===== src/rtl/scl_sync_pkg.sv =====
// Package: shared phase encoding of the SCL clock synchronizer.
package scl_sync_pkg;
    typedef enum logic [1:0] {
        PH_IDLE = 2'd0,  // not generating clock
        PH_LOW  = 2'd1,  // counting own low time, pulling line low
        PH_WAIT = 2'd2,  // own low time done, line still low
        PH_HIGH = 2'd3   // counting own high time, line released
    } phase_t;
endpackage


===== src/rtl/scl_line_sync.sv =====
// Module: scl_line_sync
// Brings the asynchronous line level into the clock domain with STAGES flops
// and produces one-cycle rise/fall strobes from the synchronized level.
// Assumes the idle line is high; STAGES is at least 2.
module scl_line_sync #(
    parameter int STAGES = 2
) (
    input  logic clk,
    input  logic rst_n,
    input  logic scl_in,
    output logic scl_level,
    output logic scl_rise,
    output logic scl_fall
);
    logic [STAGES-1:0] pipe;
    logic              level_q;

    // Shift the raw line level through the synchronizer chain.
    always_ff @(posedge clk) begin
        if (!rst_n) pipe <= '1;
        else        pipe <= {pipe[STAGES-2:0], scl_in};
    end

    // Hold the previous synchronized level for edge detection.
    always_ff @(posedge clk) begin
        if (!rst_n) level_q <= 1'b1;
        else        level_q <= pipe[STAGES-1];
    end

    assign scl_level = pipe[STAGES-1];
    assign scl_rise  = scl_level & ~level_q;
    assign scl_fall  = ~scl_level & level_q;

    // a strobe lasts one cycle only.
    assert_rise_single_R2: assert property (@(posedge clk) disable iff (!rst_n)
        scl_rise |=> !scl_rise);
    assert_fall_single_R2: assert property (@(posedge clk) disable iff (!rst_n)
        scl_fall |=> !scl_fall);
endmodule


===== src/rtl/scl_period_counter.sv =====
// Module: scl_period_counter
// Counts cycles of the current phase. 'done' is high in the last cycle of a
// phase of 'limit' cycles (limit 0 acts as 1). Assumes limit is stable while run.
module scl_period_counter #(
    parameter int CNT_W = 8
) (
    input  logic             clk,
    input  logic             rst_n,
    input  logic             clr,
    input  logic             run,
    input  logic [CNT_W-1:0] limit,
    output logic             done
);
    logic [CNT_W-1:0] cnt;
    logic [CNT_W:0]   cnt_plus;

    assign cnt_plus = {1'b0, cnt} + {{CNT_W{1'b0}}, 1'b1};
    assign done     = run && (cnt_plus >= {1'b0, limit});

    // Restart on a phase change, otherwise advance until the limit is reached.
    always_ff @(posedge clk) begin
        if (!rst_n)            cnt <= '0;
        else if (clr)          cnt <= '0;
        else if (run && !done) cnt <= cnt + 1'b1;
    end

    // the count never passes the programmed length.
    assert_cnt_below_limit_R3: assert property (@(posedge clk) disable iff (!rst_n)
        (run && limit != '0) |-> (cnt < limit));
endmodule


===== src/rtl/scl_phase_ctrl.sv =====
// Module: scl_phase_ctrl
// Phase sequencer: low count -> wait for line high -> high count -> low.
// A line fall during the high count restarts the low phase. Disabled: idle.
// Assumes edge strobes come from the synchronized line level.
module scl_phase_ctrl
    import scl_sync_pkg::*;
(
    input  logic   clk,
    input  logic   rst_n,
    input  logic   enable,
    input  logic   scl_level,
    input  logic   scl_rise,
    input  logic   scl_fall,
    input  logic   cnt_done,
    output phase_t phase,
    output logic   cnt_clr
);
    phase_t phase_nx;

    // Choose the next phase from the line events and the count.
    always_comb begin
        phase_nx = phase;
        if (!enable) begin
            phase_nx = PH_IDLE;
        end else begin
            unique case (phase)
                PH_IDLE: phase_nx = scl_level ? PH_HIGH : PH_LOW;
                PH_LOW:  if (cnt_done) phase_nx = PH_WAIT;
                PH_WAIT: if (scl_rise) phase_nx = PH_HIGH;
                PH_HIGH: if (scl_fall || cnt_done) phase_nx = PH_LOW;
                default: phase_nx = PH_IDLE;
            endcase
        end
    end

    assign cnt_clr = (phase_nx != phase);

    // Register the phase.
    always_ff @(posedge clk) begin
        if (!rst_n) phase <= PH_IDLE;
        else        phase <= phase_nx;
    end

    // a line fall during the high count starts a low phase.
    assert_cut_short_R6: assert property (@(posedge clk) disable iff (!rst_n)
        (enable && phase == PH_HIGH && scl_fall) |=> (phase == PH_LOW));
    // the wait phase is entered only from an expired low phase.
    assert_wait_after_low_R4: assert property (@(posedge clk) disable iff (!rst_n)
        (phase == PH_WAIT && $past(phase) != PH_WAIT) |-> ($past(phase) == PH_LOW));
    // the high count begins only on a synchronized rise.
    assert_high_on_rise_R5: assert property (@(posedge clk) disable iff (!rst_n)
        (phase == PH_HIGH && $past(phase) == PH_WAIT) |-> $past(scl_rise));
endmodule


===== src/rtl/scl_clock_sync.sv =====
// Module: scl_clock_sync (top)
// SCL generator for one master on a shared wired-AND clock line. Low time is
// stretched by slower masters, high time cut short by faster ones.
// Assumes scl_in is the raw line level and period inputs are stable while enabled.
module scl_clock_sync
    import scl_sync_pkg::*;
#(
    parameter int CNT_W       = 8,
    parameter int SYNC_STAGES = 2
) (
    input  logic             clk,
    input  logic             rst_n,
    input  logic             enable,
    input  logic [CNT_W-1:0] low_count,
    input  logic [CNT_W-1:0] high_count,
    input  logic             scl_in,
    output logic             scl_drive_low,
    output logic             high_wait,
    output logic             scl_rise,
    output logic             scl_fall
);
    logic             scl_level;
    logic             cnt_done;
    logic             cnt_clr;
    logic             cnt_run;
    logic [CNT_W-1:0] cnt_limit;
    phase_t           phase;

    scl_line_sync #(.STAGES(SYNC_STAGES)) sync_i (
        .clk       (clk),
        .rst_n     (rst_n),
        .scl_in    (scl_in),
        .scl_level (scl_level),
        .scl_rise  (scl_rise),
        .scl_fall  (scl_fall)
    );

    // Pick the length of the phase being counted.
    always_comb begin
        cnt_limit = (phase == PH_HIGH) ? high_count : low_count;
        cnt_run   = (phase == PH_LOW) || (phase == PH_HIGH);
    end

    scl_period_counter #(.CNT_W(CNT_W)) cnt_i (
        .clk   (clk),
        .rst_n (rst_n),
        .clr   (cnt_clr),
        .run   (cnt_run),
        .limit (cnt_limit),
        .done  (cnt_done)
    );

    scl_phase_ctrl ctrl_i (
        .clk       (clk),
        .rst_n     (rst_n),
        .enable    (enable),
        .scl_level (scl_level),
        .scl_rise  (scl_rise),
        .scl_fall  (scl_fall),
        .cnt_done  (cnt_done),
        .phase     (phase),
        .cnt_clr   (cnt_clr)
    );

    assign scl_drive_low = (phase == PH_LOW);
    assign high_wait     = (phase == PH_WAIT);

    // no drive in the cycle after enable is low.
    assert_no_drive_disabled_R7: assert property (@(posedge clk) disable iff (!rst_n)
        !enable |=> !scl_drive_low);
    // waiting starts right after the block let go of the line.
    assert_wait_follows_drive_R4: assert property (@(posedge clk) disable iff (!rst_n)
        $rose(high_wait) |-> $past(scl_drive_low));
    // edge strobes are mutually exclusive.
    assert_strobes_exclusive_R2: assert property (@(posedge clk) disable iff (!rst_n)
        !(scl_rise && scl_fall));
endmodule


===== config.mk =====
export PLATFORM = sky130hd
export DESIGN_NAME = scl_clock_sync
export DESIGN_NICKNAME = d
export VERILOG_FILES = /design/src/rtl/scl_sync_pkg.sv /design/src/rtl/scl_line_sync.sv /design/src/rtl/scl_period_counter.sv /design/src/rtl/scl_phase_ctrl.sv /design/src/rtl/scl_clock_sync.sv
export SDC_FILE = /design/constraint.sdc
export NUM_CORES = 1
export LEC_CHECK = 0
export BUFFER_PORTS_ARGS = -buffer_cell sky130_fd_sc_hd__buf_2
export CAP_MARGIN = 30
export CORE_MARGIN = 8
export CORE_UTILIZATION = 28
export DETAILED_ROUTE_END_ITERATION = 6
export GPL_TIMING_DRIVEN = 0
export HOLD_SLACK_MARGIN = 0.08
export PLACE_DENSITY_LB_ADDON = 0.15
export SLEW_MARGIN = 10
export SYNTH_ARGS = -nofsm -noshare
export SYNTH_HDL_FRONTEND = slang
export SYNTH_SLANG_ARGS = --single-unit

===== constraint.sdc =====
create_clock -name clk -period 5.4 [get_ports clk]
set_clock_uncertainty 0.1 [all_clocks]
set_input_delay 0.54 -clock clk [delete_from_list [all_inputs] [get_ports clk]]
set_output_delay 0.54 -clock clk [all_outputs]
set_load 0.02 [all_outputs]

# ---- Yosys cells after proc, flatten, opt, wreduce, memory -nomap -nowiden
# Cells that the tools add are included.
dict set report totals {
  register_bits 13
  output_inout_bits 4
  word_cells 30
}
dict set report classes {
  n_addsub 2
  n_lt_le_gt_ge 1
  n_eq_ne 4
  n_mux 7
  bitwise 5
  reduce_logical 7
}
# op count
set op_table {}
lappend op_table {{2-to-1 mux 2 bit} 5}
lappend op_table {{adder 8 x 1 -> 9 bit (second input constant)} 1}
lappend op_table {{greater-or-equal comparator 9 x 8 -> 1 bit} 1}
lappend op_table {{adder 8 x 1 -> 8 bit (second input constant)} 1}
lappend op_table {{2-to-1 mux 8 bit} 1}
lappend op_table {{case mux 2 bit (4 select lines)} 1}
lappend op_table {{equality test 2 bit (second input constant)} 2}
lappend op_table {{NOT 1 bit} 3}
lappend op_table {{bitwise AND 1 bit} 2}
lappend op_table {{equality test 2 x 1 -> 1 bit (second input constant)} 1}
lappend op_table {{logical AND 1 bit} 2}
lappend op_table {{zero test 2 bit} 1}
lappend op_table {{logical OR 1 bit} 2}
lappend op_table {{inequality test 2 bit} 1}
lappend op_table {{OR reduction 2 bit} 1}
lappend op_table {{zero test 1 bit} 1}

# ---- Logic depth before layout (Yosys ltp)
dict set report depth {
  ltp_word 10
  depth_mapped 11
  depth_no_buf 10
}

# ---- Hierarchy
# A second synthesis with hierarchy kept.
dict set report unflattened {
  hier_cells 118
  area_unflattened_um2 1029.7
}
# mod instances cells_each area_each_um2 seq_area_each_um2
set modules_own_cells {}
lappend modules_own_cells {scl_period_counter 1 83 696.9 160.2}
lappend modules_own_cells {scl_phase_ctrl 1 15 122.6 40.0}
lappend modules_own_cells {scl_clock_sync 1 12 118.9 0.0}
lappend modules_own_cells {scl_line_sync 1 8 91.3 60.1}

# ---- Least setup slack after synthesis
# No wires, ideal clock.
dict set report synth_path {
  path_type {register -> register}
  from {reg cnt_i.cnt[2]}
  to {reg cnt_i.cnt[5]}
  setup_time_ns 0.078
  t_arrival_ns 2.481
  t_required_ns 5.222
  setup_slack_ns 2.740
  path_stages_with_launch 11
  path_buffers 1
  path_cell_list {dfxtp_1 -> and3_2 -> buf_2 -> and3_1 -> xor2_1 -> ha_1 -> and3_2 -> a221oi_4 -> o211ai_4 -> or3_1 -> a31oi_1}
}
dict set report synth_via {
  elab_chain_cells 9
  elab_cells_between_ends 13
}
# item line_no
set synth_lines {}
lappend synth_lines {{from (decl)} scl_period_counter.sv:14} ;# logic [CNT_W-1:0] cnt;
lappend synth_lines {{from (signal assigned)} scl_period_counter.sv:24} ;# else if (run && !done) cnt <= cnt + 1'b1;
lappend synth_lines {{adder 8 x 1 -> 9 bit *} scl_period_counter.sv:17} ;# assign cnt_plus = {1'b0, cnt} + {{CNT_W{1'b0}}, 1'b1};
lappend synth_lines {{net cnt_i.cnt_plus[7]} scl_period_counter.sv:15} ;# logic [CNT_W:0] cnt_plus;
lappend synth_lines {{greater-or-equal comparator 9 x 8 -> 1 bit *} scl_period_counter.sv:18} ;# assign done = run && (cnt_plus >= {1'b0, limit});
lappend synth_lines {{logical AND 1 bit *} scl_period_counter.sv:18}
lappend synth_lines {{logical OR 1 bit} scl_phase_ctrl.sv:30} ;# PH_HIGH: if (scl_fall || cnt_done) phase_nx = PH_LOW;
lappend synth_lines {{2-to-1 mux 2 bit} scl_phase_ctrl.sv:30}
lappend synth_lines {{case mux 2 bit (4 select lines)} scl_phase_ctrl.sv:26} ;# unique case (phase)
lappend synth_lines {{2-to-1 mux 2 bit} scl_phase_ctrl.sv:23} ;# if (!enable) begin
lappend synth_lines {{inequality test 2 bit} scl_phase_ctrl.sv:36} ;# assign cnt_clr = (phase_nx != phase);
lappend synth_lines {{OR reduction 2 bit (no line)} -}
# Mark *: on every way through the listed nets, which the timed path passes. The rest lies on a longest branch.
# A chain may end at the register's enable or synchronous reset.

# ---- Worst setup path after layout
dict set report layout_path {
  from {reg cnt_i.cnt[0]}
  to {reg cnt_i.cnt[7]}
}
# Same word-level chain as after synthesis.

==> metrics.yaml <==
placement:
  placed_cells_incl_taps: 193
  buffer_ports.inserted: 23
  routabilityCongestion: 0.766
  worst_setup_slack_before_clock_tree_synthesis_ns: 2.47
  post-dp-hpwl_um: 1970
clock_network:
  clock_path_buffers: 2
  worstSkewPairLatency_ns: 0.25
  tritoncts: "done"
  clkSinkCount: 13
  number_of_buffers_inserted_during_clock_tree_synthesis: 3
  cts.root.buffer_cell: "clkbuf_8"
  cts_hold_buf: 0
  clk_pin_slew_ns: 0.06
  htree_num_levels: 1
  cts_setup_buffers: 0
  postCtsResizedCells: 0
finish:
  final_cell_count_no_fill: 197
  num_antenna_cells: 0
  num-nets-final: 179
  layout-drive-gt1-share_pct: 30.2
  syn_to_final_growth_pct: 20.5
detailed_routing:
  routed_wl_um: 2580
  drt-vias-per-instance: 5.10
  via_count: 1005
  drc: 0
  dr.first_iter.drc_count: 38
  drtAntennaViolNets: 0
  firstDrtPassIters: 4
  drt-wirelength-per-cell_um: 13.1
synthesis:
  netlist_top_cells_area: "dfxtp_1 (24%), ha_1 (10%), mux2i_1 (7.4%)"
  synth.yosys.warnings: 0
  ys_async_sr_fraction_pct: 0
  syn_nets: 151
  synth_largest_type_area_fraction_pct: 24.1
  synth_area_sq_um: 1080
  netlist.top_cell.by_area: "dfxtp_1"
  post_synth_most_frequent_cells: "nand3_1 (15), dfxtp_1 (13), nand2_1 (13), ha_1 (9), mux2i_1 (8)"
  synth-edff-count: 0
  synth-seq-cells: 13
  number_of_standard_cells_after_synthesis: 122
  yosysUniqueCellTypes: 37
  synth-seq-area-share_pct: 24.1
  synth_ff_type: "dfxtp_1"
  yosys.cell_count.top_type: "nand3_1"
  post_synth.cell_area_avg_sq_um: 8.84
global_routing:
  vias_in_the_first_global_route: 976
  grt_max_degree: 11
  grt_first_pass_wirelength_um: 4220
  number_of_antenna_violations_at_the_first_check_in_global_routing: 0
  overflow: 0
  gr-usage-all-layers_pct: 8.31
floorplan:
  floorplan.initialDensity_pct: 29.2
  fp.coreArea_sq_um: 3690
  dieHeight_um: 78.1
  die-width_um: 78.1
  std_cell_rows: 22
  pin_count: 24
  dieArea_sq_um: 6090
sta:
  setup_total_negative_slack_ns: 0
  max_clock_freq_ghz: 0.338
  grt_setup_unrepaired: "no"
  post-route-min-period_ns: 2.96
  max_slew.worst_pin.slew_ns: 0.880
  finalMaxSlewViolations: 0
  period_utilisation_layout_pct: 54.7
  worst_slack_ns: 2.44
  hold_viol: 0
  report.final.setup_viol: 0
  max-slew-margin-rel_pct: 41.4
worst_setup_path:
  critical_path.reg2reg.startpoint: "cnt_i.cnt[0]"
  timing.critical_path.from_type: "flop"
  critical_path.endpoint_type: "flop"
  worst_setup_path_endpoint: "cnt_i.cnt[7]"
  worst_path_fanout_max: 8
  critical_path_arrival_ns: 3.01
  rr_endpoint: "cnt_i.cnt[7]"
  startpoint: "cnt_i.cnt[0]"
  critPathKind: "reg2reg"
  cp.required_ns: 5.46
  rrSetupSlack_ns: 2.44
  timing.reg2reg.worst_path_depth: 10
power_and_ir_drop:
  cellPowerDensity_nw_per_um2: 174
  p_int_mw: 0.166
  power_frac_seq_pct: 44.0
  netSwitchingFraction_pct: 26.5
  share_comb_of_total_power_pct: 16.5
  max-vdd-ir-drop_mv: 0.151
  pwr-share-clk_pct: 39.5
  total_leakage_power_nw: 0.615
  p_sw_mw: 0.0599
run_status:
  status: "completed"
min_path:
  worstHoldPathType: "reg2reg"
run:
  cap_violations: 0
[cell families after synthesis]
kind of cell / synth area share [%]
and+or+nand+nor: 27.4
AOI/OAI and AO/OA: 19.7
DFF: 24.1
muxes: 8.47
adders and majority gates: 10.4
buffers and inverters: 4.99
xor gates and xnor gates: 4.87
[layout make-up]
cell class	count	area (sq um)
plain buffers	6	50.0
inverters	1	3.75
well taps	48	60.1
clock inverters	1	5.00
fillers	409	2390
repair buffers	23	115
clock buffers	3	41.3
multi-input cells	102	764
flip-flops and latches	13	260
[power by group through the flow]
| stage | Sequential [mW] | Combinational (mW) | Clock (mW) |
|---|---|---|---|
| 2_1_floorplan | 0.101 | 0.0238 | 0 |
| 3_3_place_gp | 0.102 | 0.0368 | 0 |
| 3_5_place_dp | 0.102 | 0.0375 | 0 |
| 4_1_cts | 0.0995 | 0.0377 | 0.0932 |
| 5_1_grt | 0.0997 | 0.0411 | 0.0989 |
| 6_report | 0.0994 | 0.0372 | 0.0894 |
[layout by cell type, fill, tap and decap left out, types with 2 or more instances in the layout]
cell	Yosys	final
buf_2	2	25
nand3_1	15	15
nand2_1	13	13
dfxtp_1	13	13
ha_1	9	9
mux2i_1	8	8
a31oi_1	7	7
or3_1	6	6
nor2_1	4	4
xor2_1	4	4
clkbuf_8	1	4
nor2b_1	4	4
nand2b_1	4	4
a21o_2	3	3
buf_4	2	2
xnor2_1	2	2
and3_2	2	2
and3_1	2	2
o211a_1	2	2
nand4_1	2	2
[per-stage QoR]
stage / power, mW / util, % / instance area, sq um / hold WS [ns]
after floorplan: 0.125 / - / 1080 / 0.286
after global placement: 0.138 / 34.0 / 1250 / 0.289
after detailed placement: 0.139 / 34.0 / 1250 / 0.293
after CTS: 0.230 / 35.2 / 1300 / 0.308
after global routing: 0.240 / 35.2 / 1300 / 0.335
final: 0.226 / 35.2 / 1300 / 0.305
[registers in the layout (all words and copies together) (netlist names)]
register        flops
sync_i.level_q      1
cnt_i.cnt           8
ctrl_i.phase        2
sync_i.pipe         2
[worst max-delay path, cell delays in order (launching register included)]
cell      delay [ns]
dfxtp_1         0.40
ha_1            0.28
nand3_2         0.13
nor2_1          0.19
xor2_1          0.20
ha_1            0.26
and3_2          0.24
a221oi_4        0.31
o211ai_4        0.18
or3_1           0.38
a31oi_1         0.18
[worst min path at each step]
| stage | startpoint | endpoint | cells after the start |
|---|---|---|---|
| after floorplan | sync_i.pipe[0] | sync_i.pipe[1] | 1 |
| after global placement | sync_i.pipe[0] | sync_i.pipe[1] | 1 |
| after detailed placement | sync_i.pipe[0] | sync_i.pipe[1] | 1 |
| after CTS | sync_i.pipe[0] | sync_i.pipe[1] | 1 |
| after global routing | sync_i.pipe[0] | sync_i.pipe[1] | 1 |
| final | sync_i.pipe[0] | sync_i.pipe[1] | 1 |
[metal layers]
metal	global-route usage, %	vias to the layer above	wire, um
met5	0	-	0
met4	2.22	0	17
met3	3.08	3	81
met2	14.7	11	1240
met1	9.05	480	1240
li1	-	511	-
Power figures use the tool's default switching activity.
